==> config.mk <==
export PLATFORM = sky130hd
export DESIGN_NAME = blit_regs
export DESIGN_NICKNAME = d
export VERILOG_FILES = /design/src/rtl/blit_regs.sv
export SDC_FILE = /design/constraint.sdc
export NUM_CORES = 1
export LEC_CHECK = 0
export ABC_AREA = 1
export CORE_MARGIN = 2
export CORE_UTILIZATION = 33
export DETAILED_ROUTE_END_ITERATION = 10
export SETUP_SLACK_MARGIN = 0.5
export SYNTH_ARGS = -nofsm -noshare
export SYNTH_HDL_FRONTEND = slang
export SYNTH_SLANG_ARGS = --single-unit
==> constraint.sdc <==
create_clock -name clk -period 2.2 [get_ports clk]
set_clock_uncertainty 0.1 [all_clocks]
set_input_delay 0.22 -clock clk [delete_from_list [all_inputs] [get_ports clk]]
set_output_delay 0.22 -clock clk [all_outputs]
set_load 0.01 [all_outputs]
==> src/rtl/blit_regs.sv <==
module blit_regs #(
  parameter int PLANES = 4,
  parameter int MASK_W = 16
) (
  input  logic                     clk,
  input  logic                     rst_n,
  input  logic                     mode_en,
  input  logic                     wr_en,
  input  logic                     rd_en,
  input  logic                     byte_acc,
  input  logic [3:0]               addr,
  input  logic [15:0]              wdata,
  output logic [15:0]              rdata,
  output logic [7:0]               plane_we,
  output logic [1:0]               color_sel,
  output logic [3:0]               lead_plane,
  output logic                     cmp_lead,
  output logic [1:0]               wr_src,
  output logic                     shift_in,
  output logic [1:0]               load_mode,
  output logic [7:0]               rop,
  output logic [7:0]               fg_color,
  output logic [7:0]               bg_color,
  output logic [PLANES*MASK_W-1:0] fg_mask,
  output logic [PLANES*MASK_W-1:0] bg_mask,
  output logic [MASK_W-1:0]        bit_mask,
  output logic                     shift_desc,
  output logic [3:0]               dst_bit,
  output logic [3:0]               src_bit,
  output logic [11:0]              bit_len,
  output logic                     shift_reinit,
  output logic                     illegal
);

  logic acc, word_ok, fg_byte, wr;

  assign acc     = mode_en & (wr_en | rd_en);
  assign word_ok = ~byte_acc & ~addr[0];
  assign fg_byte = wr_en & byte_acc & (addr == 4'd6);
  assign wr      = mode_en & wr_en & word_ok;
  assign rdata   = '1;

  function automatic logic [PLANES*MASK_W-1:0] expand(input logic [7:0] c);
    logic [PLANES*MASK_W-1:0] m;
    for (int p = 0; p < PLANES; p++) m[p*MASK_W +: MASK_W] = {MASK_W{c[p]}};
    return m;
  endfunction

  always_ff @(posedge clk or negedge rst_n) begin
    if (!rst_n) begin
      plane_we     <= '0;
      color_sel    <= '0;
      lead_plane   <= '0;
      cmp_lead     <= 1'b0;
      wr_src       <= '0;
      shift_in     <= 1'b0;
      load_mode    <= '0;
      rop          <= 8'hF0;
      fg_color     <= '0;
      bg_color     <= '0;
      fg_mask      <= '0;
      bg_mask      <= '0;
      bit_mask     <= '0;
      shift_desc   <= 1'b0;
      dst_bit      <= '0;
      src_bit      <= '0;
      bit_len      <= 12'h00F;
      shift_reinit <= 1'b0;
      illegal      <= 1'b0;
    end else begin
      shift_reinit <= wr & ((addr == 4'd12) | (addr == 4'd14));
      illegal      <= acc & ~word_ok & ~fg_byte;
      if (mode_en & fg_byte) begin
        fg_color <= wdata[7:0];
        fg_mask  <= expand(wdata[7:0]);
      end
      if (wr) begin
        unique case (addr[3:1])
          3'd0: plane_we <= wdata[7:0];
          3'd1: begin
            color_sel  <= wdata[14:13];
            lead_plane <= wdata[11:8];
          end
          3'd2: begin
            cmp_lead  <= ~wdata[13];
            wr_src    <= wdata[12:11];
            shift_in  <= wdata[10];
            load_mode <= wdata[9:8];
            rop       <= wdata[7:0];
          end
          3'd3: begin
            fg_color <= wdata[7:0];
            fg_mask  <= expand(wdata[7:0]);
          end
          3'd4: if (!cmp_lead) bit_mask <= wdata[MASK_W-1:0];
          3'd5: begin
            bg_color <= wdata[7:0];
            bg_mask  <= expand(wdata[7:0]);
          end
          3'd6: begin
            shift_desc <= wdata[12];
            dst_bit    <= wdata[7:4];
            src_bit    <= wdata[3:0];
          end
          3'd7: bit_len <= wdata[11:0];
          default: ;
        endcase
      end
    end
  end

endmodule


# After elaboration in Yosys (flattened, before gate mapping)
# Index checks and enable logic that the tools add are counted.
[word_totals] register_bits=196 inputBits=26 out_inout_bits=227 word_cells=61
[classes] eq_ne=10 mux=6 bitwise=18 reduce_logical=8
[op_table] operator="2-to-1 mux 64 bit" count=3
[op_table] operator="2-to-1 mux 8 bit" count=3
[op_table] operator="== test 3 bit, second input constant" count=4
[op_table] operator="AND reduction 2 bit" count=6
[op_table] operator="bitwise AND 1 bit" count=10
[op_table] operator="== test 4 bit, second input constant" count=2
[op_table] operator="== test 3 x 2 -> 1 bit, second input constant" count=2
[op_table] operator="NOT 1 bit" count=6
[op_table] operator="== test 4 x 3 -> 1 bit, second input constant" count=1
[op_table] operator="== test 3 x 1 -> 1 bit, second input constant" count=1
[op_table] operator="zero test 3 bit" count=1
[op_table] operator="AND reduction 3 bit" count=1
[op_table] operator="bitwise OR 1 bit" count=2

# Logic depth before layout (Yosys ltp)
[depth] depth_word=6 mapped_depth=7 depth_no_buf=6

# Worst setup path before layout
# Ideal clock, no wire load.
[synth_timing] path_type="reg2reg" from="register cmp_lead" to="register bit_mask[10]" setup_ps=65 arrival_time_ps=1184 slack_ps=851 stages_incl_launch_ff=6 path_buffers=1 period_less_slack_ps=1349 cell_sequence="dfrtp_1 nand3b_2 inv_1 buf_2 nand3_1 nand2_1"
[synth_via] elab_chain_len=2
[synth_rtl] element="from (decl)" line="17" source="output logic cmp_lead,"
[synth_rtl] element="from (signal assigned)" line="85" source="cmp_lead <= ~wdata[13];"
[synth_rtl] element="NOT 1 bit (no source line)"
[synth_rtl] element="AND reduction 3 bit (no source line)"
[synth_rtl] element="to (signal assigned)" line="95" source="3'd4: if (!cmp_lead) bit_mask <= wdata[MASK_W-1:0];"
[synth_rtl] element="to (decl)" line="26" source="output logic [MASK_W-1:0] bit_mask,"
# No other way between the ends.
# A chain may end at the register's enable or synchronous reset.

# Worst setup path in the final report
[layout_timing] from="register bit_mask[0]" to="output bit_mask[0]"
# No word-level cell between the ends.

==> flow_metrics.tcl <==
set metrics [dict create \
    crit_path_end_kind "output port" \
    drt_iter0_drc 344 \
    finalHoldViolCount 0 \
    arrival_ns 1.34 \
    slowest_delay_ns 0.55 \
    timing.rr.end "bit_mask[0]" \
    synth_edf_count 0 \
    grt_antenna_before_repair 0 \
    cts.path.max_buffers 2 \
    cts_tree "built" \
    grt_setup_unrepaired "false" \
    n_antenna_cell 0 \
    design.die.area_um2 20400 \
    dpl_worst_slack_ns 0.199 \
    gp_congestion 0.793 \
    cp_num_buf_inv 1 \
    antenna_left 0 \
    ir_worst_vdd_mv 0.506 \
    hold_path_class "in2async" \
    start_kind "flip-flop" \
    leakage_uw 0.00527 \
    cp.required_ns 1.88 \
    synth_area_um2 6370 \
    synth_seq_area_share_pct 57.9 \
    slew_viol_final 0 \
    post-route-period-util_pct 75.5 \
    clk_pin_slew_ns 0.06 \
    period_needed_ns 1.66 \
    yosysWarnings 0 \
    synth_ff_type "dfrtp_1" \
    post-place-cells 1104 \
    gr-total-overflow 0 \
    cts_sinks 147 \
    maxCapViolations 0 \
    htreeDepth 4 \
    r2r-start "cmp_lead" \
    synth_top_area_cell "dfrtp_1" \
    finalNonFillerCells 1145 \
    yosys-top-cells-area "dfrtp_1 55%, nand2_1 17%, buf_4 9.5%" \
    synth_top_area_share_pct 54.6 \
    grt_pass1_wl_um 27100 \
    fin_ws_ns 0.539 \
    grt_pass1_vias 4622 \
    port_buffers 236 \
    fin_tns_setup_ns 0 \
    syn_inst 683 \
    setup_violations 0 \
    reg2regPathDepth 4 \
    io_pins 253 \
    route.detailed.drc 0 \
    start_util_pct 33.8 \
    post-dp-hpwl_um 12200 \
    via_count 5021 \
    syn_avg_cell_area_um2 9.33 \
    drive_above_1_share_pct 10.5 \
    place_area_um2 8500 \
    clkLatencyLatePin_ns 0.42 \
    cp_top_family "buffers and inverters" \
    final_area_um2 9200 \
    path_class "reg2out" \
    clock.fmax_mhz 602 \
    cts_root_buf "clkbuf_16" \
    worst_slew_pin_slew_ns 0.566 \
    slew_headroom_pct 62.1 \
    core_area_um2 18800 \
    synth_seq_cells 147 \
    hold_slack_ns 0.199 \
    path_cells "clkdlybuf4s50_1" \
    cp_max_fo 2 \
    status "finished clean" \
    post_drt_wl_per_cell_um 15.7 \
    rrSetupSlack_ns 0.77 \
    wirelength_um 18000 \
    num_rows 50 \
    firstDrtPassIters 5 \
    grt_max_degree 59 \
    synth_cell_types 25 \
    power.density_nw_per_um2 948 \
    synthArstFlopShare_pct 100 \
    vias_per_cell 4.39 \
    grt.total_usage_pct 17.5 \
    die_y_um 143 \
    slowest_stage "clkdlybuf4s50_1" \
    area_growth_pct 44.4 \
    die_x_um 143 \
    cts_buffers 17 \
    finalNetCount 898 \
]
-- synthesized netlist by cell type (2+ instances only) --
master / count
buf_2: 15
buf_4: 81
buf_6: 12
dfrtp_1: 139
dfstp_2: 8
inv_1: 22
inv_2: 2
nand2_1: 282
nand2_2: 4
nand3_1: 77
nand3_2: 4
nor2_1: 4
nor2_2: 6
o21bai_1: 16
-- cell families after synthesis --
logic type      Yosys count  share of synthesized area (%)
compound gates           19                           2.16
buf+inv                 134                           14.4
flops                   147                           57.9
other cells               1                         0.0589
simple gates            382                           25.5
-- placed cells by master, fill, tap and decap left out, types with 5 or more instances in the layout --
cell type,n
inv_1,22
nand2_1,282
o21bai_1,16
dlygate4sd2_1,78
dfstp_2,8
buf_4,23
dfrtp_1,135
clkbuf_16,17
conb_1,16
dlymetal6s2s_1,26
buf_12,5
nand3_1,77
bufinv_16,5
nor2_2,5
clkdlybuf4s50_1,131
-- report_power, final --
group	internal [µW]	leakage (µW)	switching, µW
combinational	1120	0.00310	999
clock	2040	0.000317	1150
sequential	3160	0.00186	243
-- metal layers --
metal	GRT usage (%)	part of all wire, %	wire length [µm]	up-vias
met5	0	0	0	-
met4	4.85	1.1	198	0
met3	4.39	6.4	1160	11
met2	28.2	48	8580	191
met1	23.4	45	8100	2400
li1	-	-	-	2419
-- repair_timing --
action,CTS,global route
endpoints found under the hold margin,44,0
buffers inserted,8,0
pin swaps,0,0
hold buffers,1,0
setup endpoints to repair,79,26
gates resized for setup,86,26
-- state kept, by name, summed over array words and instances, names as in the netlist, 2 cells and up --
signal / flops
lead_plane: 4
src_bit: 4
color_sel: 2
fg_mask: 64
bit_mask: 16
dst_bit: 4
bit_len: 12
bg_color: 8
wr_src: 2
fg_color: 8
load_mode: 2
plane_we: 8
rop: 8
-- stage by stage --
stage	power (µW)	util [%]
after global placement	5690	45.1
after global routing	9140	48.8
after CTS	8850	48.5
final	8720	48.8
after floorplan	4430	-
after detailed placement	5710	45.1
-- final cells by class --
cell class / count / area, µm²
inverters: 24 / 90.1
well taps: 260 / 325
clock inverters: 13 / 204
multi-input cells: 417 / 1830
clock buffers: 19 / 443
fillers: 1842 / 9630
repair buffers: 265 / 2610
flip-flops and latches: 147 / 3690
-- how the worst max path moves through the flow --
stage / start / endpoint / slack [ns] / cells after the start
after floorplan: cmp_lead / bit_mask[10] / 0.85 / 5
after global placement: addr[1] / fg_mask[13] / 0.26 / 7
after detailed placement: addr[3] / bg_color[0] / 0.20 / 6
after CTS: bg_color[1] / bg_color[1] / 0.39 / 2
after global routing: fg_mask[16] / fg_mask[16] / 0.50 / 1
final: bit_mask[0] / bit_mask[0] / 0.54 / 1
Note: power is estimated with default switching activity, not from simulation.
